## config.mk

```make
export PLATFORM = sky130hd
export DESIGN_NAME = refclk_lock_ctrl
export DESIGN_NICKNAME = d
export VERILOG_FILES = /design/src/rtl/refclk_lock_pkg.sv /design/src/rtl/ref_edge_sync.sv /design/src/rtl/ref_period_mon.sv /design/src/rtl/lock_seq.sv /design/src/rtl/cal_timer.sv /design/src/rtl/refclk_lock_ctrl.sv
export SDC_FILE = /design/constraint.sdc
export NUM_CORES = 1
export LEC_CHECK = 0
export BUFFER_PORTS_ARGS = -buffer_cell sky130_fd_sc_hd__buf_2
export CAP_MARGIN = 20
export CELL_PAD_IN_SITES_DETAIL_PLACEMENT = 0
export CELL_PAD_IN_SITES_GLOBAL_PLACEMENT = 1
export CORE_MARGIN = 2
export CORE_UTILIZATION = 46
export DETAILED_ROUTE_END_ITERATION = 10
export GPL_TIMING_DRIVEN = 0
export HOLD_SLACK_MARGIN = 0.05
export MAX_ROUTING_LAYER = met4
export PLACE_DENSITY_LB_ADDON = 0.1
export SETUP_SLACK_MARGIN = 0.2
export SLEW_MARGIN = 40
export SYNTH_ARGS = -nofsm -noshare
export SYNTH_HDL_FRONTEND = slang
export SYNTH_HIERARCHICAL = 1
export SYNTH_SLANG_ARGS = --single-unit
```

## constraint.sdc

```tcl
create_clock -name clk_i -period 3.3 [get_ports clk_i]
set_clock_uncertainty 0.15 [all_clocks]
set_input_delay 0.165 -clock clk_i [delete_from_list [all_inputs] [get_ports clk_i]]
set_output_delay 0.165 -clock clk_i [all_outputs]
set_load 0.005 [all_outputs]
```

## src/rtl/refclk_lock_pkg.sv

```systemverilog
// Shared types and elaboration-time helpers for the reference-clock lock controller.
// Assumes all spans are given in picoseconds as positive integers.
package refclk_lock_pkg;

    // Acquisition sequencer states.
    typedef enum logic [1:0] {
        LK_BYPASS  = 2'd0,
        LK_ACQUIRE = 2'd1,
        LK_LOCKED  = 2'd2
    } lock_state_e;

    // Number of whole sampling ticks that cover a span, rounded up.
    function automatic int ticks_ceil(input int span_ps, input int tick_ps);
        return (span_ps + tick_ps - 1) / tick_ps;
    endfunction

    // Number of whole sampling ticks that fit inside a span, rounded down.
    function automatic int ticks_floor(input int span_ps, input int tick_ps);
        return span_ps / tick_ps;
    endfunction

endpackage

```

## src/rtl/ref_edge_sync.sv

```systemverilog
// Brings the asynchronous reference clock into the sampling domain through a
// chain of SYNC_STAGES flops and flags one cycle per reference rising edge.
// Assumes the reference is slower than half the sampling clock.
module ref_edge_sync #(
    parameter int SYNC_STAGES = 2
) (
    input  logic clk_i,
    input  logic rst_ni,
    input  logic ref_i,
    output logic rise_o
);
    // One history flop sits behind the synchronizer stages.
    localparam int CHAIN_W = SYNC_STAGES + 1;

    logic [CHAIN_W-1:0] chain_q;

    // Shift the reference level through synchronizer and history flops.
    always_ff @(posedge clk_i) begin
        if (!rst_ni) begin
            chain_q <= '0;
        end else begin
            chain_q <= {chain_q[CHAIN_W-2:0], ref_i};
        end
    end

    // A rise is a synchronized high whose predecessor was low.
    always_comb begin
        rise_o = chain_q[SYNC_STAGES-1] & ~chain_q[SYNC_STAGES];
    end

endmodule

```

## src/rtl/ref_period_mon.sv

```systemverilog
// Times each reference rising edge against the previous one and classifies it.
// good_o: edge ended a period of at most MAX_TICKS cycles.
// slow_o: any other edge, including the first one seen.
// stall_o: one-cycle strobe when STALL_TICKS cycles pass with no good edge.
// Assumes MAX_TICKS >= 1 and STALL_TICKS >= 2.
module ref_period_mon #(
    parameter int MAX_TICKS   = 3,
    parameter int STALL_TICKS = 8
) (
    input  logic clk_i,
    input  logic rst_ni,
    input  logic rise_i,
    output logic good_o,
    output logic slow_o,
    output logic stall_o
);
    localparam int GAP_LIM = MAX_TICKS + 1;
    localparam int GAP_W   = $clog2(GAP_LIM + 1);
    localparam int IDLE_W  = $clog2(STALL_TICKS + 1);

    logic [GAP_W-1:0]  gap_q;
    logic [IDLE_W-1:0] idle_q;
    logic              seen_q;

    // Classify the current edge and detect the end of the stall window.
    always_comb begin
        good_o  = rise_i && seen_q && (gap_q <= GAP_W'(MAX_TICKS));
        slow_o  = rise_i && !good_o;
        stall_o = !good_o && (idle_q == IDLE_W'(STALL_TICKS - 1));
    end

    // Cycles since the last edge of any kind, saturating past the good limit.
    always_ff @(posedge clk_i) begin
        if (!rst_ni) begin
            gap_q  <= '0;
            seen_q <= 1'b0;
        end else if (rise_i) begin
            gap_q  <= GAP_W'(1);
            seen_q <= 1'b1;
        end else if (gap_q != GAP_W'(GAP_LIM)) begin
            gap_q  <= gap_q + GAP_W'(1);
        end
    end

    // Cycles since the last good edge, saturating at the stall limit.
    always_ff @(posedge clk_i) begin
        if (!rst_ni) begin
            idle_q <= '0;
        end else if (good_o) begin
            idle_q <= IDLE_W'(1);
        end else if (idle_q != IDLE_W'(STALL_TICKS)) begin
            idle_q <= idle_q + IDLE_W'(1);
        end
    end

endmodule

```

## src/rtl/lock_seq.sv

```systemverilog
// Acquisition sequencer: counts consecutive good periods up to LOCK_CYCLES,
// holds lock until a stall, and parks in bypass while the enable is low.
// Assumes LOCK_CYCLES >= 2 and that stall and good never coincide.
module lock_seq
    import refclk_lock_pkg::*;
#(
    parameter int LOCK_CYCLES = 1024
) (
    input  logic clk_i,
    input  logic rst_ni,
    input  logic en_i,
    input  logic good_i,
    input  logic slow_i,
    input  logic stall_i,
    output logic locked_o,
    output logic bypass_o
);
    localparam int RUN_W = $clog2(LOCK_CYCLES);

    lock_state_e      state_q;
    logic [RUN_W-1:0] run_q;

    // Advance the lock state and the good-period run count.
    always_ff @(posedge clk_i) begin
        if (!rst_ni) begin
            state_q <= LK_BYPASS;
            run_q   <= '0;
        end else if (!en_i) begin
            state_q <= LK_BYPASS;
            run_q   <= '0;
        end else begin
            unique case (state_q)
                LK_BYPASS: begin
                    state_q <= LK_ACQUIRE;
                    run_q   <= '0;
                end
                LK_ACQUIRE: begin
                    if (stall_i || slow_i) begin
                        run_q <= '0;
                    end else if (good_i) begin
                        if (run_q == RUN_W'(LOCK_CYCLES - 1)) begin
                            state_q <= LK_LOCKED;
                            run_q   <= '0;
                        end else begin
                            run_q <= run_q + RUN_W'(1);
                        end
                    end
                end
                LK_LOCKED: begin
                    if (stall_i) begin
                        state_q <= LK_ACQUIRE;
                        run_q   <= '0;
                    end
                end
                default: begin
                    state_q <= LK_BYPASS;
                    run_q   <= '0;
                end
            endcase
        end
    end

    // Decode status flags from the state.
    always_comb begin
        locked_o = (state_q == LK_LOCKED);
        bypass_o = (state_q == LK_BYPASS);
    end

endmodule

```

## src/rtl/cal_timer.sv

```systemverilog
// Counts reference rising edges and strobes once on every CAL_CYCLES-th edge.
// Runs in every mode from reset on. Assumes CAL_CYCLES >= 2.
module cal_timer #(
    parameter int CAL_CYCLES = 1024
) (
    input  logic clk_i,
    input  logic rst_ni,
    input  logic rise_i,
    output logic pulse_o
);
    localparam int CNT_W = $clog2(CAL_CYCLES);

    logic [CNT_W-1:0] cnt_q;
    logic             pulse_q;

    // Edge counter with a one-cycle strobe on wrap.
    always_ff @(posedge clk_i) begin
        if (!rst_ni) begin
            cnt_q   <= '0;
            pulse_q <= 1'b0;
        end else if (rise_i) begin
            if (cnt_q == CNT_W'(CAL_CYCLES - 1)) begin
                cnt_q   <= '0;
                pulse_q <= 1'b1;
            end else begin
                cnt_q   <= cnt_q + CNT_W'(1);
                pulse_q <= 1'b0;
            end
        end else begin
            pulse_q <= 1'b0;
        end
    end

    // Drive the strobe straight from its flop.
    always_comb begin
        pulse_o = pulse_q;
    end

endmodule

```

## src/rtl/refclk_lock_ctrl.sv

```systemverilog
// Top of the reference-clock lock and bypass controller.
// Converts the picosecond limits to sampling ticks, then chains the edge
// synchronizer, the period monitor, the lock sequencer and the calibration timer.
// Assumes clk_i is free-running and at least twice the reference frequency.
module refclk_lock_ctrl #(
    parameter int LOCK_CYCLES      = 1024,
    parameter int CAL_CYCLES       = 1024,
    parameter int SAMPLE_PERIOD_PS = 2000,
    parameter int STALL_PS         = 30000,
    parameter int MAX_PERIOD_PS    = 12500,
    parameter int SYNC_STAGES      = 2
) (
    input  logic clk_i,
    input  logic rst_ni,
    input  logic ref_clk_i,
    input  logic lock_en_i,
    output logic locked_o,
    output logic bypass_o,
    output logic cal_pulse_o
);
    localparam int STALL_TICKS = refclk_lock_pkg::ticks_ceil(STALL_PS, SAMPLE_PERIOD_PS);
    localparam int MAX_TICKS   = refclk_lock_pkg::ticks_floor(MAX_PERIOD_PS, SAMPLE_PERIOD_PS);

    logic ref_rise;
    logic good_edge;
    logic slow_edge;
    logic stall_hit;

    ref_edge_sync #(
        .SYNC_STAGES(SYNC_STAGES)
    ) u_sync (
        .clk_i (clk_i),
        .rst_ni(rst_ni),
        .ref_i (ref_clk_i),
        .rise_o(ref_rise)
    );

    ref_period_mon #(
        .MAX_TICKS  (MAX_TICKS),
        .STALL_TICKS(STALL_TICKS)
    ) u_mon (
        .clk_i  (clk_i),
        .rst_ni (rst_ni),
        .rise_i (ref_rise),
        .good_o (good_edge),
        .slow_o (slow_edge),
        .stall_o(stall_hit)
    );

    lock_seq #(
        .LOCK_CYCLES(LOCK_CYCLES)
    ) u_seq (
        .clk_i   (clk_i),
        .rst_ni  (rst_ni),
        .en_i    (lock_en_i),
        .good_i  (good_edge),
        .slow_i  (slow_edge),
        .stall_i (stall_hit),
        .locked_o(locked_o),
        .bypass_o(bypass_o)
    );

    cal_timer #(
        .CAL_CYCLES(CAL_CYCLES)
    ) u_cal (
        .clk_i  (clk_i),
        .rst_ni (rst_ni),
        .rise_i (ref_rise),
        .pulse_o(cal_pulse_o)
    );

endmodule

```

==> summary.md, run 1 <==
| Metric | Value |
|---|---|
| Status | `finished clean` |
| Final Setup Violations | `0` |
| Pleak | `0.0006341 uW` |
| Total power | `708.6 uW` |
| Starting Density | `48.39%` |
| CP Launch Type | `flip-flop` |
| Syn avg cell area | `9.113 um^2` |
| Post-Route WL | `2.998 mm` |
| Max Fclk | `368.8 MHz` |
| Vias | `1356` |
| Reg2reg start | `u_sync/chain_q[1]` |
| Final setup TNS | `0 ps` |
| Num ports | `7` |
| Most common cell after layout, fill and taps aside | `dfxtp_1` |
| Placer congestion estimate | `0.7673` |
| Hold crit path type | `input port to flip-flop` |
| Maxcap violations | `0` |
| Slew @ Worst Pin | `414.7 ps` |
| Share of synthesized registers carrying an async set or reset | `0%` |
| Initial antenna violation count | `0` |
| Crit-path max cell delay | `510 ps` |
| Largest net degree at the start of global routing | `12` |
| # port buffers | `6` |
| GRT overflow | `0` |
| Slew margin rel. | `72.29%` |
| Delay-heaviest family, CP | `simple AND/OR/NAND/NOR gates` |
| Post-synthesis register bit count | `34` |
| Final period utilization | `82.16%` |
| Area growth syn-to-layout | `10.83%` |
| Maximum vdd ir drop | `0.2343 mV` |
| FILL cells | `296` |
| First-pass detailed-route iteration total | `4` |
| R2R Path End | `u_seq/run_q[8]` |
| Setup bufs post-CTS | `0` |
| R2r worst-path depth | `8` |
| Multi-input logic area | `924.6 um^2` |
| Worst-Skew Late Latency | `330 ps` |
| Worst setup EP type | `flip-flop` |
| Hold depth | `3` |
| RSZ-0062 raised after global routing | `no` |
| Most Crowded Layer GR | `met2` |
| Final Hold Viols | `0` |
| Minimum clock period | `2711 ps` |
| CP Max Fanout | `11` |
| GRT Util Overall | `17.22%` |
| Row count | `21` |
| CTS tree | `built` |
| Routing usage on met3 | `5.893%` |
| Clk root buf | `clkbuf_4` |
| Final Max Slew Viols | `0` |
| Buf/Inv on CP | `1` |
| Synth Flop Type | `dfxtp_1` |
| Cells after Synth | `180` |
| Reg clk slew, reported paths | `100 ps` |
| CP Data Arrival Time | `2830 ps` |
| GRT met1 Usage | `18.53%` |
| P per Cell Area | `389.8 nW/um^2` |
| Antenna viol nets, final | `0` |
| Register area share after synthesis | `41.50%` |
| HPWL after DPL | `2.131 mm` |
| Crit-path cells | `nor2b_4 -> nand2_1 -> a31oi_4 -> nor2b_1 -> or4b_1 -> clkbuf_2 -> or4_1 -> a21oi_1` |
| WHS Endpoint | `u_seq/run_q[6]` |
| Die X | `63.72 um` |
| CTS buffer count | `5` |
| Netlist Area Pre-Place | `1640 um^2` |
| First-pass GRT wire length | `5.368 mm` |
| Share of post-route cells with drive strength above 1 | `13.85%` |
| Crit Path Class | `flip-flop to flip-flop` |
| Final core occ | `53.64%` |
| Crit-path slowest cell | `or4b_1` |
| Reg area | `680.7 um^2` |
| Die height | `63.72 um` |
| DP Worst Slack | `474.5 ps` |
| Final WS setup | `588.7 ps` |
| Die area | `4060 um^2` |
| R2r setup slk | `590 ps` |
| Drt via density | `5.627` |
| Yosys cell types | `49` |
| Mapped Nets | `191` |
| Ant diodes | `0` |
| DR WL/cell | `12.44 um` |
| Clock sinks | `34` |
| Drt initial violations | `87` |
| Critical path required time | `3410 ps` |
| GR Layer Usage met2 | `29.61%` |
| Yosys warns | `6` |
| H-Tree Depth | `2` |
| Hold Startpoint | `lock_en_i` |
| Drt drc | `0` |
| Core Region | `3390 um^2` |
| CTS max path bufs | `2` |
| Vias in the first global route | `1292` |
| Post-synth EDFFs | `0` |
| Final #Nets | `207` |
| Commonest cells after routing, fill and taps aside | `dfxtp_1, nor2_1, a21oi_1` |
-- timing repair --
item | 4_1_cts | 5_1_grt
endpoints found under the setup margin | 0 | 1
gates resized for setup | 0 | 3
hold endpoints to repair | 6 | 0
hold buffers | 3 | 0
-- logic make-up (layout without fill, tap and decap cells) --
kind of cell | count (synthesis) | after routing | share of synthesized area [%]
XOR/XNOR | 5 | 5 | 2.670
adder cells (fa/ha/maj) | 7 | 7 | 5.339
AND/OR/NAND/NOR | 77 | 77 | 27.84
AO/OA/AOI/OAI | 44 | 44 | 18.77
multiplexers | 2 | 2 | 1.297
flip-flops | 34 | 34 | 41.49
buffers and inverters | 11 | 26 | 2.593
-- power by group --
| part | internal (uW) | switching, uW | total (uW) |
|---|---|---|---|
| sequential | 420 | 10.6 | 431 |
| combinational | 23.7 | 29.1 | 52.8 |
| clock | 96.0 | 129 | 225 |
| total | 540 | 168 | 709 |
-- final cells by class --
class | count | area share [%]
buffer | 2 | 0.5506
clock buffer | 6 | 2.822
inverter | 9 | 1.858
multi-input combinational | 135 | 50.86
sequential | 34 | 37.44
tap | 46 | 3.166
timing repair buffer | 9 | 3.304
-- worst max-delay path by stage --
stage | end | cells past startpoint | slack, ps | start
5_1_grt | u_seq/run_q[3] | 9 | 330 | u_sync/chain_q[1]
4_1_cts | u_seq/run_q[7] | 9 | 450 | u_sync/chain_q[1]
3_5_place_dp | u_seq/run_q[7] | 9 | 470 | u_sync/chain_q[1]
6_report | u_seq/run_q[8] | 8 | 590 | u_sync/chain_q[1]
3_3_place_gp | u_seq/run_q[3] | 9 | 540 | u_sync/chain_q[1]
2_1_floorplan | u_seq/run_q[6] | 8 | 850 | u_sync/chain_q[1]
-- sequential cells by signal, indices dropped and copies added (netlist names) --
name	cells
u_cal/pulse_o	1
u_seq/run_q	10
u_mon/idle_q	4
u_mon/gap_q	3
u_sync/chain_q	3
u_mon/seen_q	1
u_cal/cnt_q	10
u_seq/state_q	2
-- through the flow --
step                      instance area, um^2  hold WS (ps)  std cells
after global routing                     1818         129.6        241
final                                    1818         115.6        241
after floorplan                          1640         132.5        180
after CTS                                1809         105.5        241
after global placement                   1728         226.0        232
after detailed placement                 1728         220.0        232
-- cell usage after synthesis (2+ instances only) --
| master | number | share of area, % |
|---|---|---|
| ha_1 | 7 | 5.3 |
| inv_1 | 9 | 2.1 |
| nor4_1 | 3 | 1.1 |
| o31ai_1 | 5 | 2.3 |
| nand2_1 | 10 | 2.3 |
| nand3_1 | 7 | 2.1 |
| and4_1 | 2 | 1.1 |
| nand3_2 | 2 | 1.2 |
| nor2b_1 | 2 | 0.76 |
| a21oi_1 | 16 | 4.9 |
| dfxtp_1 | 34 | 41 |
| nand4_1 | 5 | 1.9 |
| o21ai_0 | 8 | 2.4 |
| a2111oi_2 | 2 | 1.8 |
| xor2_1 | 3 | 1.6 |
| and2_1 | 3 | 1.1 |
| nor2_1 | 18 | 4.1 |
| or3_1 | 5 | 1.9 |
| xnor2_1 | 2 | 1.1 |
| o21a_1 | 2 | 0.92 |
| or4_1 | 7 | 3.2 |
-- routing by layer --
metal	wire length (um)	vias to the layer above	share of wire [%]
li1	-	703	-
met1	1386	630	46
met2	1468	17	49
met3	96	6	3.2
met4	46	0	1.5
met5	0	-	0
-- tightest hold or removal path, stage by stage --
cell,delay [ps]
buf_2,100
nand2_1,230
a21oi_1,60
Power figures use the tool's default switching activity.
==> inputs of run 2 (changes only) <==
==> constraint.sdc (replaced) <==
create_clock -name clk_i -period 2.7 [get_ports clk_i]
set_clock_uncertainty 0.15 [all_clocks]
set_input_delay 0.135 -clock clk_i [delete_from_list [all_inputs] [get_ports clk_i]]
set_output_delay 0.135 -clock clk_i [all_outputs]
set_load 0.005 [all_outputs]
==> run 2 against run 1 <==
  * Critical endpoint is now u_seq/run_q[6]
  * First-iteration DRC count down 21%
  * Count of clock-buffer cells in the layout unchanged
  * Maximum frequency up 13%
==> summary.md, run 2 (synthesized netlist as in run 1, its figures left out) <==
| Metric | Value |
|---|---|
| Multi-input logic area | `949.7 um^2 (+2.7%)` |
| Maxcap violations | `0 (unchanged)` |
| CTS buffer count | `5 (unchanged)` |
| Placer congestion estimate | `0.7673 (unchanged)` |
| Reg area | `686.9 um^2 (+0.92%)` |
| First-pass detailed-route iteration total | `4 (unchanged)` |
| GRT overflow | `0 (unchanged)` |
| P per Cell Area | `460.0 nW/um^2 (+18%)` |
| Post-Route WL | `3.155 mm (+5.2%)` |
| HPWL after DPL | `2.131 mm (unchanged)` |
| CTS tree | `built` |
| Die X | `63.72 um (unchanged)` |
| Ant diodes | `0 (unchanged)` |
| Antenna viol nets, final | `0 (unchanged)` |
| Clk root buf | `clkbuf_4` |
| Worst setup EP type | `flip-flop` |
| Crit Path Class | `flip-flop to flip-flop` |
| H-Tree Depth | `2 (unchanged)` |
| Hold crit path type | `input port to flip-flop` |
| CTS max path bufs | `2 (unchanged)` |
| Die area | `4060 um^2 (unchanged)` |
| Worst-Skew Late Latency | `320 ps (about the same)` |
| Largest net degree at the start of global routing | `11 (-1)` |
| Area growth syn-to-layout | `15.41%` |
| Final Hold Viols | `0 (unchanged)` |
| Drt drc | `0 (unchanged)` |
| Row count | `21 (unchanged)` |
| Clock sinks | `34 (unchanged)` |
| Minimum clock period | `2394 ps (-317.3 ps)` |
| Drt initial violations | `69 (-21%)` |
| Final WS setup | `306.0 ps (-282.7 ps)` |
| Starting Density | `48.39% (unchanged)` |
| Max Fclk | `417.7 MHz (+13%)` |
| Reg clk slew, reported paths | `100 ps (about the same)` |
| DP Worst Slack | `-125.5 ps (-600.0 ps)` |
| Final Setup Violations | `0 (unchanged)` |
| Status | `finished clean` |
| Pleak | `0.0006641 uW (+4.7%)` |
| Final #Nets | `212 (+2.4%)` |
| DR WL/cell | `12.83 um (+3.1%)` |
| Vias in the first global route | `1304 (+0.93%)` |
| RSZ-0062 raised after global routing | `no` |
| GRT Util Overall | `17.45% (+0.23 points)` |
| CP Launch Type | `flip-flop` |
| Final period utilization | `88.67% (+6.5 points)` |
| CP Max Fanout | `6 (-5)` |
| Final core occ | `55.85% (+2.2 points)` |
| Drt via density | `5.650 (+0.42%)` |
| Final Max Slew Viols | `0 (unchanged)` |
| Num ports | `7 (unchanged)` |
| CP Data Arrival Time | `2510 ps (-320 ps)` |
| Slew @ Worst Pin | `406.1 ps (-8.646 ps)` |
| Total power | `870.8 uW (+23%)` |
| Cells after DPL | `232 (unchanged)` |
| Vias | `1390 (+2.5%)` |
| Largest regs | `u_cal/cnt_q x10, u_seq/run_q x10, u_mon/idle_q x4` |
| Critical path required time | `2810 ps (-600 ps)` |
| Fin cells | `246 (+2.1%)` |
| Core Region | `3390 um^2 (unchanged)` |
| Most common cell after layout, fill and taps aside | `dfxtp_1` |
| Die height | `63.72 um (unchanged)` |
| Slew margin rel. | `72.76% (+0.47 points)` |
| First-pass GRT wire length | `5.430 mm (+1.2%)` |
| Share of post-route cells with drive strength above 1 | `20.00% (+6.2 points)` |
| Commonest cells after routing, fill and taps aside | `dfxtp_1, nor2_1, a21oi_1` |
| Initial antenna violation count | `0 (unchanged)` |
| # port buffers | `6 (unchanged)` |
| FILL cells | `297 (+0.34%)` |
| Maximum vdd ir drop | `0.2858 mV (+22%)` |
[run 2: changes by cell type in the layout (fill, tap and decap cells not counted), sizes merged]
cell	delta
buf	+6
clkbuf	-1
[run 2: critical path, cell delays in order, from the launching register on]
cell and delay (ps):
dfxtp_2 340, inv_1 50, ha_1 130, inv_1 60, a31oi_4 230, nor2b_2 80, or4b_4 510, buf_6 150
or4_1 490, a21oi_1 140
[run 2: final cells by class]
type	count	share of cell area, %
Clock buffer	6	2.710
Multi-Input combinational cell	135	50.17
Sequential cell	34	36.29
Inverter	9	1.785
Tap cell	46	3.040
Timing Repair Buffer	14	5.155
Buffer	2	0.8592
[run 2: power breakdown]
part | total, uW | switching [uW] | internal (uW)
logic | 70.7 | 37.3 | 33.5
registers | 527 | 12.9 | 515
clock network | 273 | 155 | 117
total | 871 | 206 | 665
[run 2: path summary, 6_finish.rpt]
path                                   startpoint                end  slack, ps  cells past startpoint
worst max-delay path               u_mon/gap_q[0]     u_seq/run_q[6]        310                      9
worst min-delay path                    lock_en_i     u_seq/run_q[0]         80                      3
worst max register to register     u_mon/gap_q[0]     u_seq/run_q[6]        310                      9
worst min register to register  u_sync/chain_q[0]  u_sync/chain_q[1]        300                      1
[run 2: per-stage QoR]
| step | TNS, ps | hold slack [ps] | instance area [um^2] |
|---|---|---|---|
| after detailed placement | -503.5 | 190.0 | 1728 |
| after global placement | -272.9 | 196.0 | 1728 |
| after floorplan | 0 | 102.5 | 1640 |
| final | 0 | 84.95 | 1893 |
| after CTS | 0 | 75.50 | 1849 |
| after global routing | 0 | 95.38 | 1893 |
[run 2: repair_timing]
| item | in CTS | in global routing |
|---|---|---|
| hold endpoints to repair | 11 | 0 |
| gates cloned | 0 | 0 |
| gates resized for setup | 3 | 13 |
| hold buffers | 3 | 0 |
| pin swaps | 0 | 1 |
| setup endpoints to repair | 12 | 8 |
| setup buffers | 4 | 1 |
[run 2: routing by layer]
layer / vias up / GRT usage (%) / routed length [um]
met4: 0 / 5.707 / 45
li1: 714 / - / -
met2: 26 / 29.87 / 1520
met1: 644 / 18.97 / 1478
met5: - / - / 0
met3: 6 / 5.893 / 111
==> inputs of run 3 (changes only) <==
--- a/config.mk
+++ b/config.mk
@@ -7,15 +7,14 @@
 export LEC_CHECK = 0
 export BUFFER_PORTS_ARGS = -buffer_cell sky130_fd_sc_hd__buf_2
 export CAP_MARGIN = 20
-export CELL_PAD_IN_SITES_DETAIL_PLACEMENT = 0
-export CELL_PAD_IN_SITES_GLOBAL_PLACEMENT = 1
 export CORE_MARGIN = 2
-export CORE_UTILIZATION = 46
+export CORE_UTILIZATION = 50
+export CTS_BUF_LIST = sky130_fd_sc_hd__clkbuf_4 sky130_fd_sc_hd__clkbuf_8 sky130_fd_sc_hd__clkbuf_16
 export DETAILED_ROUTE_END_ITERATION = 10
 export GPL_TIMING_DRIVEN = 0
 export HOLD_SLACK_MARGIN = 0.05
 export MAX_ROUTING_LAYER = met4
-export PLACE_DENSITY_LB_ADDON = 0.1
+export PLACE_DENSITY = 0.67
 export SETUP_SLACK_MARGIN = 0.2
 export SLEW_MARGIN = 40
 export SYNTH_ARGS = -nofsm -noshare
==> run 3 against run 2 <==
  * Clock power increased by 12%
  * Maximum frequency decreased by 1.5%
  * Largest cell class unchanged
  * Setup slack got worse by 36 ps
  * Critical endpoint is now u_seq/run_q[8]
  * Non-clock buffer count increased by 2
  * Sequential share of layout area decreased by 0.47 points
==> summary.md, run 3 (synthesized netlist as in run 1, its figures left out) <==
| Metric | Value |
|---|---|
| Status | `finished clean` |
| Row count | `20 (-4.8%)` |
| Crit Path Class | `flip-flop to flip-flop` |
| CTS buffer count | `5 (unchanged)` |
| # port buffers | `6 (unchanged)` |
| Slew @ Worst Pin | `381.2 ps (-24.85 ps)` |
| Final period utilization | `90.02% (+1.3 points)` |
| Worst-Skew Late Latency | `340 ps (+20 ps)` |
| Largest regs | `u_cal/cnt_q x10, u_seq/run_q x10, u_mon/idle_q x4` |
| Antenna viol nets, final | `0 (unchanged)` |
| Pleak | `0.0006803 uW (+2.4%)` |
| Share of post-route cells with drive strength above 1 | `21.08% (+1.1 points)` |
| Maximum vdd ir drop | `0.2683 mV (-6.1%)` |
| Largest net degree at the start of global routing | `11 (unchanged)` |
| Worst setup EP type | `flip-flop` |
| Drt drc | `0 (unchanged)` |
| HPWL after DPL | `2.169 mm (+1.7%)` |
| H-Tree Depth | `2 (unchanged)` |
| Ant diodes | `0 (unchanged)` |
| Hold crit path type | `flip-flop to flip-flop` |
| CP Max Fanout | `6 (unchanged)` |
| Switching Share | `24.37% (+0.77 points)` |
| Most common cell after layout, fill and taps aside | `dfxtp_1` |
| Final Max Slew Viols | `0 (unchanged)` |
| Starting Density | `53.29% (+4.9 points)` |
| Die X | `61.28 um (-3.8%)` |
| Minimum clock period | `2430 ps (+36.45 ps)` |
| Dpl cell area | `1725 um^2 (-0.15%)` |
| Slew margin rel. | `74.35% (+1.6 points)` |
| Vias | `1401 (+0.79%)` |
| Final Hold Viols | `0 (unchanged)` |
| CP Data Arrival Time | `2560 ps (+50 ps)` |
| Final #Nets | `214 (+0.94%)` |
| Clock sinks | `34 (unchanged)` |
| CP Launch Type | `flip-flop` |
| Num ports | `7 (unchanged)` |
| Critical path required time | `2830 ps (+20 ps)` |
| Maxcap violations | `0 (unchanged)` |
| Initial antenna violation count | `0 (unchanged)` |
| P per Cell Area | `473.3 nW/um^2 (+2.9%)` |
| Sw power | `221.3 uW (+7.7%)` |
| Commonest cells after routing, fill and taps aside | `dfxtp_1, nor2_1, a21oi_1` |
| Pint | `686.5 uW (+3.2%)` |
| Reg clk slew, reported paths | `100 ps (about the same)` |
| Hold slack | `301.7 ps (+216.7 ps)` |
| CTS tree | `built` |
| Core Region | `3078 um^2 (-9.2%)` |
| Seq pwr share | `58.1% (-2.5 points)` |
| Die height | `61.28 um (-3.8%)` |
| Vias in the first global route | `1312 (+0.61%)` |
| Fin area | `1918 um^2 (+1.3%)` |
| Drt via density | `5.649 (about the same)` |
| Post-Route WL | `3.111 mm (-1.4%)` |
| First-pass detailed-route iteration total | `4 (unchanged)` |
| Clk root buf | `clkbuf_4` |
| RSZ-0062 raised after global routing | `no` |
| DR WL/cell | `12.54 um (-2.2%)` |
| First-pass GRT wire length | `5.526 mm (+1.8%)` |
| Final Setup Violations | `0 (unchanged)` |
| Area growth syn-to-layout | `16.93%` |
| Max Fclk | `411.5 MHz (-1.5%)` |
| Placer congestion estimate | `0.8367 (+9.0%)` |
| Clk pwr share | `33.8% (+2.5 points)` |
| GRT Util Overall | `20.59% (+3.1 points)` |
| GRT overflow | `0 (unchanged)` |
| CTS max path bufs | `2 (unchanged)` |
| Die area | `3755 um^2 (-7.5%)` |
| Logic gate share of total power | `8.1% (about the same)` |
| Drt initial violations | `68 (-1.4%)` |
==> run 3: cell count changes in the layout (fill, tap and decap cells not counted), sizes merged <==
cell,before,now
clkbuf,7,8
buf,12,13
dlygate4sd3,3,4
clkinv,0,1
==> run 3: worst max-delay path, cell delays in order, from the launching register on <==
cell and delay, ps:
dfxtp_2 340, inv_1 50, ha_1 130, inv_1 60
a31oi_4 230, nor2b_2 90, or4b_1 510, buf_4 180
or4_1 490, a21oi_1 140
==> run 3: cell type report <==
| type | count | area, um^2 |
|---|---|---|
| buffer | 2 | 12.51 |
| clock inverter | 1 | 5.005 |
| inverter | 9 | 33.78 |
| fill | 271 | 1160 |
| tap | 44 | 55.05 |
| multi-input combinational | 135 | 950.9 |
| clock buffer | 7 | 58.81 |
| sequential | 34 | 686.9 |
| timing repair buffer | 16 | 115.1 |
==> run 3: power by group through the flow <==
stage                     clock [uW]  sequential, uW  combinational [uW]
final                            307             527                73.6
after global routing             347             530                83.2
after CTS                        322             528                67.2
after detailed placement           0             538                60.8
after global placement             0             537                57.8
after floorplan                    0             536                46.2
==> run 3: final timing paths <==
kind                           from                end  slack (ps)  depth (start not counted)
setup reg to reg     u_mon/gap_q[0]     u_seq/run_q[8]         270                          9
hold / removal    u_sync/chain_q[0]  u_sync/chain_q[1]         300                          1
setup / recovery     u_mon/gap_q[0]     u_seq/run_q[8]         270                          9
hold reg to reg   u_sync/chain_q[0]  u_sync/chain_q[1]         300                          1
==> run 3: routing by layer <==
| metal | GRT usage, % | share of wire (%) |
|---|---|---|
| met2 | 34.04 | 49 |
| met4 | 10.87 | 2.3 |
| met1 | 23.05 | 46 |
| met3 | 4.622 | 3.1 |
| met5 | - | 0 |
==> run 3: stage by stage <==
| stage | utilization (%) | setup WS (ps) | setup TNS [ps] | instances | total power (uW) |
|---|---|---|---|---|---|
| after detailed placement | 56.06 | -102.1 | -429.2 | 230 | 599.2 |
| final | 62.32 | 269.6 | 0 | 248 | 907.8 |
| after CTS | 60.69 | 224.8 | 0 | 246 | 916.8 |
| after global routing | 62.32 | 183.2 | 0 | 248 | 960.1 |
| after global placement | 56.06 | -48.05 | -210.3 | 230 | 595.1 |
| after floorplan | - | 246.5 | 0 | 180 | 581.9 |
==> run 3: timing repair <==
| item | in CTS | in global routing |
|---|---|---|
| pin swaps | 0 | 2 |
| hold endpoints to repair | 15 | 0 |
| setup endpoints to repair | 11 | 11 |
| setup buffers | 4 | 2 |
| resized for setup | 2 | 13 |
| hold buffers | 4 | 0 |
